<file path="src/rtl/thr_pkg.sv">
package thr_pkg;

    localparam int THR_W = 12;

    typedef enum logic [1:0] {
        CMP_NE = 2'd0,
        CMP_EQ = 2'd1,
        CMP_GE = 2'd2,
        CMP_LT = 2'd3
    } cmp_e;

    typedef struct packed {
        logic [THR_W-1:0] thr;
        cmp_e             cmp;
        logic             one;
    } cfg_t;

endpackage

</file>
<file path="src/rtl/thr_cfg_reg.sv">
module thr_cfg_reg
    import thr_pkg::*;
#(
    parameter int THR_MAX  = 255,
    parameter bit THR_IMPL = 1'b1
) (
    input  logic             clk,
    input  logic             rst_n,
    input  logic             we,
    input  logic [THR_W-1:0] thr_in,
    input  logic [1:0]       cmp_in,
    input  logic             one_in,
    output cfg_t             cfg
);

    localparam logic [THR_W-1:0] LIM = THR_W'(THR_MAX);

    cfg_t cfg_d, cfg_q;
    logic [THR_W-1:0] thr_lim;

    generate
        if (THR_IMPL) begin : g_impl
            assign thr_lim = (thr_in > LIM) ? LIM : thr_in;
        end else begin : g_none
            assign thr_lim = '0;
        end
    endgenerate

    always_comb begin
        cfg_d = cfg_q;
        if (we) begin
            cfg_d.thr = thr_lim;
            cfg_d.cmp = cmp_e'(cmp_in);
            cfg_d.one = one_in;
        end
    end

    always_ff @(posedge clk or negedge rst_n) begin
        if (!rst_n) begin
            cfg_q <= '{thr: '0, cmp: CMP_NE, one: 1'b0};
        end else begin
            cfg_q <= cfg_d;
        end
    end

    assign cfg = cfg_q;

endmodule

</file>
<file path="src/rtl/thr_qualify.sv">
module thr_qualify
    import thr_pkg::*;
#(
    parameter int EVT_W = 8
) (
    input  logic [EVT_W-1:0] evt,
    input  cfg_t             cfg,
    output logic [EVT_W-1:0] inc
);

    localparam int CW = (EVT_W > THR_W) ? EVT_W : THR_W;

    logic [CW-1:0] ev_x;
    logic [CW-1:0] th_x;
    logic          pass;

    assign ev_x = CW'(evt);
    assign th_x = CW'(cfg.thr);

    always_comb begin
        unique case (cfg.cmp)
            CMP_NE:  pass = (ev_x != th_x);
            CMP_EQ:  pass = (ev_x == th_x);
            CMP_GE:  pass = (ev_x >= th_x);
            default: pass = (ev_x <  th_x);
        endcase
        if (cfg.thr == '0) begin
            inc = evt;
        end else if (!pass) begin
            inc = '0;
        end else if (cfg.one) begin
            inc = EVT_W'(1);
        end else begin
            inc = evt;
        end
    end

endmodule

</file>
<file path="src/rtl/thr_accum.sv">
module thr_accum #(
    parameter int ACC_W = 64,
    parameter int EVT_W = 8
) (
    input  logic             clk,
    input  logic             rst_n,
    input  logic             en,
    input  logic             clr,
    input  logic [EVT_W-1:0] inc,
    output logic [ACC_W-1:0] acc,
    output logic             ovf
);

    typedef struct packed {
        logic [ACC_W-1:0] acc;
        logic             ovf;
    } st_t;

    st_t          st_d, st_q;
    logic [ACC_W:0] sum;

    assign sum = {1'b0, st_q.acc} + (ACC_W+1)'(inc);

    always_comb begin
        st_d     = st_q;
        st_d.ovf = 1'b0;
        if (clr) begin
            st_d.acc = '0;
        end else if (en) begin
            st_d.acc = sum[ACC_W-1:0];
            st_d.ovf = sum[ACC_W];
        end
    end

    always_ff @(posedge clk or negedge rst_n) begin
        if (!rst_n) begin
            st_q <= '0;
        end else begin
            st_q <= st_d;
        end
    end

    assign acc = st_q.acc;
    assign ovf = st_q.ovf;

endmodule

</file>
<file path="src/rtl/thr_event_counter.sv">
module thr_event_counter
    import thr_pkg::*;
#(
    parameter int EVT_W    = 8,
    parameter int ACC_W    = 64,
    parameter int THR_MAX  = 255,
    parameter bit THR_IMPL = 1'b1
) (
    input  logic             clk,
    input  logic             rst_n,
    input  logic [EVT_W-1:0] evt_cnt,
    input  logic             cnt_en,
    input  logic             clr,
    input  logic             cfg_we,
    input  logic [11:0]      cfg_thr,
    input  logic [1:0]       cfg_cmp,
    input  logic             cfg_one,
    output logic [ACC_W-1:0] acc,
    output logic             ovf,
    output logic [11:0]      thr_cap
);

    localparam int THR_TOP = (1 << THR_W) - 1;
    localparam int CAP     = (THR_IMPL == 1'b0) ? 0 :
                             ((THR_MAX > THR_TOP) ? THR_TOP : THR_MAX);

    cfg_t             cfg_q;
    logic [EVT_W-1:0] inc;

    thr_cfg_reg #(
        .THR_MAX  (CAP),
        .THR_IMPL (THR_IMPL)
    ) u_cfg (
        .clk    (clk),
        .rst_n  (rst_n),
        .we     (cfg_we),
        .thr_in (cfg_thr),
        .cmp_in (cfg_cmp),
        .one_in (cfg_one),
        .cfg    (cfg_q)
    );

    thr_qualify #(
        .EVT_W (EVT_W)
    ) u_qual (
        .evt (evt_cnt),
        .cfg (cfg_q),
        .inc (inc)
    );

    thr_accum #(
        .ACC_W (ACC_W),
        .EVT_W (EVT_W)
    ) u_acc (
        .clk   (clk),
        .rst_n (rst_n),
        .en    (cnt_en),
        .clr   (clr),
        .inc   (inc),
        .acc   (acc),
        .ovf   (ovf)
    );

    assign thr_cap = 12'(CAP);

endmodule

</file>
<file path="config.mk">
export PLATFORM = sky130hd
export DESIGN_NAME = thr_event_counter
export DESIGN_NICKNAME = d
export VERILOG_FILES = /design/src/rtl/thr_pkg.sv /design/src/rtl/thr_cfg_reg.sv /design/src/rtl/thr_qualify.sv /design/src/rtl/thr_accum.sv /design/src/rtl/thr_event_counter.sv
export SDC_FILE = /design/constraint.sdc
export NUM_CORES = 1
export LEC_CHECK = 0
export BUFFER_PORTS_ARGS = -buffer_cell sky130_fd_sc_hd__buf_2
export CORE_MARGIN = 2
export CORE_UTILIZATION = 30
export CTS_CLUSTER_SIZE = 25
export DETAILED_ROUTE_END_ITERATION = 8
export SLEW_MARGIN = 10
export SYNTH_ARGS = -nofsm -noshare
export SYNTH_HDL_FRONTEND = slang
export SYNTH_SLANG_ARGS = --single-unit
</file>
<file path="constraint.sdc">
create_clock -name clk -period 6.7 [get_ports clk]
set_input_delay 0.67 -clock clk [delete_from_list [all_inputs] [get_ports clk]]
set_output_delay 0.67 -clock clk [all_outputs]
set_load 0.01 [all_outputs]
</file>
==> impl_metrics.env, run 1 <==
export IMPL_fin_worst_skew_ns=0.00975
export IMPL_slew_limit_headroom_pct=20.6
export IMPL_min_path_type="input pin to asynchronous set/reset pin"
export IMPL_synth_edf_count=0
export IMPL_period_needed_ns=4.43
export IMPL_clock_latency_ns=0.35
export IMPL_cts_buffer_depth=2
export IMPL_synth_cell_area_sq_um=4750
export IMPL_hold_viol_final=0
export IMPL_timing_final_crit_share_pct=66.2
export IMPL_num_rows=46
export IMPL_cts_tree="done"
export IMPL_multiInputGateArea_sq_um=2560
export IMPL_critical_path_arrival_ns=4.63
export IMPL_cp_start_kind="input pin"
export IMPL_h_tree_depth=3
export IMPL_grt_overflow=0
export IMPL_grt_pass1_vias=3949
export IMPL_power_density_nw_per_um2=185
export IMPL_synth_avg_cell_area_sq_um=9.07
export IMPL_antenna_left=0
export IMPL_drtIter0Drc=212
export IMPL_root_buffer="clkbuf_16"
export IMPL_tns_ns=0
export IMPL_post_layout_nonfiller_instances=826
export IMPL_ys_ff_latch=80
export IMPL_grt_max_degree=81
export IMPL_firstDrtPassIters=4
export IMPL_drc=0
export IMPL_place_hpwl_mm=9.10
export IMPL_io_buffers=92
export IMPL_rsz0062_at_grt="no"
export IMPL_track_usage_pct=15.3
export IMPL_wire_per_inst_microns=15.3
export IMPL_synth_top_flop_cell="dfrtp_1"
export IMPL_route_vias_total=4145
export IMPL_synth_distinct_cells=51
export IMPL_drive_above_1_share_pct=20.5
export IMPL_clkTransAtPathRegs_ns=0.07
export IMPL_tightest_slew_ns=1.19
export IMPL_dp_cells=811
export IMPL_postRouteWirelength_mm=12.7
export IMPL_coreArea_sq_um=15700
export IMPL_synth_cells=524
export IMPL_cts_inserted_buffers=9
export IMPL_final_nets=652
export IMPL_fp_dieArea_sq_um=16900
export IMPL_register_area_sq_um=2000
export IMPL_antenna_found_initial=0
export IMPL_cts_resized=0
export IMPL_die_w_microns=130
export IMPL_grt_pass1_wl_mm=20.2
export IMPL_yosysTopAreaCell="dfrtp_1"
export IMPL_synth_most_common_cell="dfrtp_1"
export IMPL_cp_end_kind="register"
export IMPL_synth_seq_area_share_pct=42.1
export IMPL_postCtsHoldBufs=0
export IMPL_peakVddDrop_mv=0.132
export IMPL_n_fill_cell=1628
export IMPL_status="completed"
export IMPL_p_leak_nw=2.57
export IMPL_die_h_microns=130
export IMPL_clock_sinks=80
export IMPL_critical_path_class="input pin to register"
export IMPL_syn2layout_area_growth_pct=18.7
export IMPL_crit_required_ns=6.90
export IMPL_async_flop_share_pct=100
export IMPL_viasPerCell=5.02
export IMPL_antenna_cells=0
export IMPL_timing_final_max_slew_violations=0
export IMPL_cap_violations=0
export IMPL_finalSetupViolations=0
export IMPL_synth_commonest_cells="dfrtp_1, nor2_1, xnor2_1"
export IMPL_place_congestion=0.805
export IMPL_cts_setup_buffers=0
export IMPL_critPathMaxFanout=14
export IMPL_ys_warn_count=0
export IMPL_fmax_mhz=226
export IMPL_io_pins=105
export IMPL_synth_top_area_share_pct=42.1
export IMPL_synth_area_leaders="dfrtp_1, xnor2_1, nor2_1"
export IMPL_start_util_pct=30.4
## report_power, final
| group | switching [mW] | internal, mW |
|---|---|---|
| logic | 0.0575 | 0.0352 |
| registers | 0.00891 | 0.490 |
| clock network | 0.202 | 0.251 |
## state kept, by name, summed over array words and instances, names as in the netlist
name,count
u_acc.ovf,1
u_cfg.cfg,15
u_acc.acc,64
## path summary, 6_finish.rpt
| path | start | endpoint | slack (ns) | depth (start not counted) |
|---|---|---|---|---|
| min | rst_n | u_acc.acc[60]$_DFFE_PN0P_ | 0.49 | 1 |
| max in group asynchronous | rst_n | u_acc.acc[48]$_DFFE_PN0P_ | 5.53 | 1 |
| min in group clk | u_cfg.cfg[14]$_DFFE_PN0P_ | u_cfg.cfg[14]$_DFFE_PN0P_ | 0.51 | 1 |
| max reg2reg | u_cfg.cfg[14]$_DFFE_PN0P_ | u_acc.acc[16]$_DFFE_PN0P_ | 2.27 | 14 |
| min reg2reg | u_cfg.cfg[14]$_DFFE_PN0P_ | u_cfg.cfg[14]$_DFFE_PN0P_ | 0.51 | 1 |
| max | evt_cnt[1] | u_acc.acc[16]$_DFFE_PN0P_ | 2.27 | 16 |
## logic make-up (layout without fill, tap and decap cells)
| logic type | Yosys count | in the layout | synth area share, % |
|---|---|---|---|
| DFF | 80 | 80 | 42.1 |
| other | 2 | 12 | 0.158 |
| and+or+nand+nor | 249 | 249 | 27.9 |
| AOI/OAI and AO/OA | 69 | 69 | 9.32 |
| xor gates and xnor gates | 46 | 46 | 8.48 |
| adders and majority gates | 18 | 18 | 4.90 |
| muxes | 10 | 10 | 2.26 |
| buffers and inverters | 50 | 126 | 4.90 |
## through the flow
step	hold WS [ns]	area (sq um)	utilization, %	total power, mW	worst slack, ns
after floorplan	0.374	4790	-	0.568	2.71
after global placement	0.499	5380	34.4	0.598	2.04
after detailed placement	0.504	5380	34.4	0.602	1.94
after CTS	0.518	5640	36.1	1.06	2.29
after global routing	0.528	5640	36.1	1.09	1.95
final	0.494	5640	36.1	1.05	2.27
## metal layers
| metal | vias to the layer above | GRT usage (%) | part of all wire (%) |
|---|---|---|---|
| met5 | - | 0 | 0 |
| met4 | 0 | 5.31 | 1.1 |
| met3 | 11 | 4.84 | 7.6 |
| met2 | 141 | 25.0 | 47 |
| met1 | 1978 | 19.1 | 44 |
| li1 | 2015 | - | - |
## layout by cell type (no fill, tap or decap), drive strengths merged, types with 9 or more instances in the layout
cell type / instances
and2: 13
conb: 12
or3: 16
nor4: 28
o21ai: 16
nor3: 16
a21oi: 22
clkbuf: 11
inv: 17
nor2: 64
buf: 95
nand2: 29
nand3: 28
nand4: 14
dfrtp: 80
nor2b: 9
ha: 17
xnor2: 38
## worst max-delay path, cell delays in order
cell and delay (ns):
buf_2 0.12, ha_1 0.29, nor2b_1 0.13, o211ai_1 0.20
a21oi_1 0.11, o311ai_0 0.33, o211ai_1 0.20, and2_1 0.22
ha_1 0.34, and2_1 0.22, and3_1 0.22, a221oi_2 0.94
buf_4 0.34, nor4b_1 0.08, xnor2_1 0.16, nor2_1 0.06
## layout make-up
class | count | share of cell area (%)
inverter | 16 | 1.06
clock buffer | 11 | 4.12
timing repair buffer | 95 | 8.60
multi-input combinational | 404 | 45.4
tap | 216 | 4.79
sequential | 80 | 35.5
clock inverter | 4 | 0.554
Note: power is estimated with default switching activity, not from simulation.
==> inputs of run 2 (changes only) <==
- ABC_AREA: unset -> 1
- clock period: 6.7 -> 3.7 ns (I/O delays scaled with it)
==> impl_metrics.env, run 2 <==
export IMPL_wire_per_inst_microns=14.4
export IMPL_synth_cells=890
export IMPL_fin_worst_skew_ns=0.0144
export IMPL_synth_commonest_cells="nand2_1, nor2_1, inv_1"
export IMPL_total_power_mw=2.02
export IMPL_synth_avg_cell_area_sq_um=6.64
export IMPL_largest_reg_flops=64
export IMPL_drc=0
export IMPL_firstDrtPassIters=5
export IMPL_routed_wl_met3_microns=980
export IMPL_clkTransAtPathRegs_ns=0.07
export IMPL_clock_latency_ns=0.36
export IMPL_synth_edf_count=0
export IMPL_synth_area_leaders="dfrtp_1, nand2_1, nor2_1"
export IMPL_place_hpwl_mm=13.9
export IMPL_synthSimpleGateAreaFrac_pct=44.0
export IMPL_top_layer_used="met4"
export IMPL_viasPerCell=4.69
export IMPL_crit_required_ns=3.98
export IMPL_clock_sinks=80
export IMPL_cp_start_kind="register"
export IMPL_track_usage_pct=17.9
export IMPL_die_w_microns=144
export IMPL_die_h_microns=144
export IMPL_cts_tree="done"
export IMPL_async_flop_share_pct=100
export IMPL_period_needed_ns=3.20
export IMPL_drive_above_1_share_pct=18.3
export IMPL_synth_top_flop_cell="dfrtp_1"
export IMPL_fp_dieArea_sq_um=20800
export IMPL_cts_resized=0
export IMPL_synth_distinct_cells=44
export IMPL_grt_overflow=0
export IMPL_fmax_mhz=313
export IMPL_num_rows=51
export IMPL_antenna_found_initial=0
export IMPL_synth_seq_area_share_pct=33.9
export IMPL_wl_met2_mm=8.51
export IMPL_critical_path_arrival_ns=3.48
export IMPL_final_common_cell="nand2_1"
export IMPL_wl_met1_mm=8.25
export IMPL_coreArea_sq_um=19400
export IMPL_critPathMaxFanout=5
export IMPL_route_vias_total=5871
export IMPL_synth_top_area_share_pct=33.9
export IMPL_cts_buffer_depth=2
export IMPL_grt_max_degree=81
export IMPL_timing_final_crit_share_pct=86.4
export IMPL_synth_top_family_by_area="simple AND/OR/NAND/NOR gates"
export IMPL_root_buffer="clkbuf_16"
export IMPL_synth_cell_area_sq_um=5910
export IMPL_io_buffers=92
export IMPL_drtIter0Drc=382
export IMPL_grt_pass1_vias=5546
export IMPL_antenna_left=0
export IMPL_synth_compound_area_share_pct=6.75
export IMPL_syn2layout_area_growth_pct=16.9
export IMPL_cap_violations=0
export IMPL_power_density_nw_per_um2=293
export IMPL_synth_most_common_cell="nand2_1"
export IMPL_cp_end_kind="register"
export IMPL_status="completed"
export IMPL_grt_pass1_wl_mm=28.9
export IMPL_slew_limit_headroom_pct=27.7
export IMPL_postCtsHoldBufs=0
export IMPL_antenna_cells=0
export IMPL_r2r_setup_slack_ns=0.50
export IMPL_tightest_slew_ns=1.09
export IMPL_io_pins=105
export IMPL_cts_inserted_buffers=9
export IMPL_critical_path_class="register to register"
export IMPL_synthMuxAreaShare_pct=0.190
export IMPL_start_util_pct=30.5
export IMPL_rsz0062_at_grt="no"
export IMPL_peakVddDrop_mv=0.184
export IMPL_p_leak_nw=3.52
export IMPL_synth_xor_area_share_pct=0.148
export IMPL_layout_common_cells="nand2_1, nor2_1, inv_1, buf_2, dfrtp_1"
export IMPL_ys_ff_latch=80
export IMPL_min_path_type="input pin to asynchronous set/reset pin"
export IMPL_timing_final_max_slew_violations=0
export IMPL_tns_ns=0
export IMPL_ys_warn_count=0
export IMPL_yosysTopAreaCell="dfrtp_1"
export IMPL_place_congestion=0.915
export IMPL_synthAdderAreaFrac_pct=3.94
export IMPL_cts_setup_buffers=0
export IMPL_finalSetupViolations=0
export IMPL_final_nets=1027
export IMPL_h_tree_depth=3
export IMPL_postRouteWirelength_mm=18.0
export IMPL_hold_viol_final=0
[run 2: metal layers]
metal | up-vias | global-route usage, %
li1 | 2985 | -
met1 | 2697 | 23.2
met2 | 166 | 30.5
met3 | 23 | 3.64
met4 | 0 | 4.85
met5 | - | 0
[run 2: report_power, final]
group | total, mW | switching [mW] | internal (mW)
sequential | 0.904 | 0.0133 | 0.891
clock | 0.923 | 0.383 | 0.541
combinational | 0.197 | 0.133 | 0.0640
[run 2: cell families (layout without fill, tap and decap cells)]
| logic type | after synthesis | after routing |
|---|---|---|
| muxes | 1 | 1 |
| adders and majority gates | 18 | 18 |
| buffers and inverters | 158 | 244 |
| xor gates and xnor gates | 1 | 1 |
| AOI/OAI and AO/OA | 74 | 74 |
| DFF | 80 | 80 |
| and+or+nand+nor | 556 | 556 |
| other | 2 | 12 |
[run 2: worst max-delay path, stage by stage, from the launching register on]
cell and delay [ns]:
dfrtp_1 0.36, inv_1 0.07, ha_1 0.29, nand4_1 0.09, nor2_1 0.17, nand2_1 0.07
nand3_1 0.08, nand2_1 0.05, nand2_1 0.05, nand3_1 0.07, and2_1 0.16, ha_1 0.25
fa_1 0.46, nand2_1 0.10, inv_1 0.05, nand2_1 0.07, nand2_2 0.07, nand2_1 0.07
nand2_2 0.10, nand3_4 0.17, inv_2 0.06, nand2_1 0.07, o21ai_0 0.07, nor2_1 0.14
[run 2: final cells by class]
type	instances	area (sq um)
fill	2173	12500
multi-input combinational	662	3300
sequential	80	2000
inverter	134	503
timing repair buffer	94	478
tap	265	332
clock buffer	11	243
clock inverter	5	53.8
[run 2: worst paths after layout]
path | startpoint | to | cells after the start
max | u_cfg.cfg[9]$_DFFE_PN0P_ | u_acc.acc[28]$_DFFE_PN0P_ | 23
min | rst_n | u_cfg.cfg[3]$_DFFE_PN0P_ | 1
max reg2reg | u_cfg.cfg[9]$_DFFE_PN0P_ | u_acc.acc[28]$_DFFE_PN0P_ | 23
min reg2reg | u_cfg.cfg[14]$_DFFE_PN0P_ | u_cfg.cfg[14]$_DFFE_PN0P_ | 2
max in group asynchronous | rst_n | u_acc.acc[31]$_DFFE_PN0P_ | 1
min in group clk | cfg_cmp[1] | u_cfg.cfg[2]$_DFFE_PN0P_ | 3
[run 2: stage by stage]
stage | cells | hold slack, ns | utilization [%] | setup slack, ns | instance area (sq um)
2_1_floorplan | 900 | 0.0744 | - | 0.854 | 5950
3_3_place_gp | 1235 | 0.477 | 34.1 | 0.455 | 6610
3_5_place_dp | 1235 | 0.480 | 34.1 | 0.389 | 6610
4_1_cts | 1251 | 0.212 | 35.6 | 0.480 | 6910
5_1_grt | 1251 | 0.241 | 35.6 | 0.0768 | 6910
6_report | 1251 | 0.210 | 35.6 | 0.501 | 6910
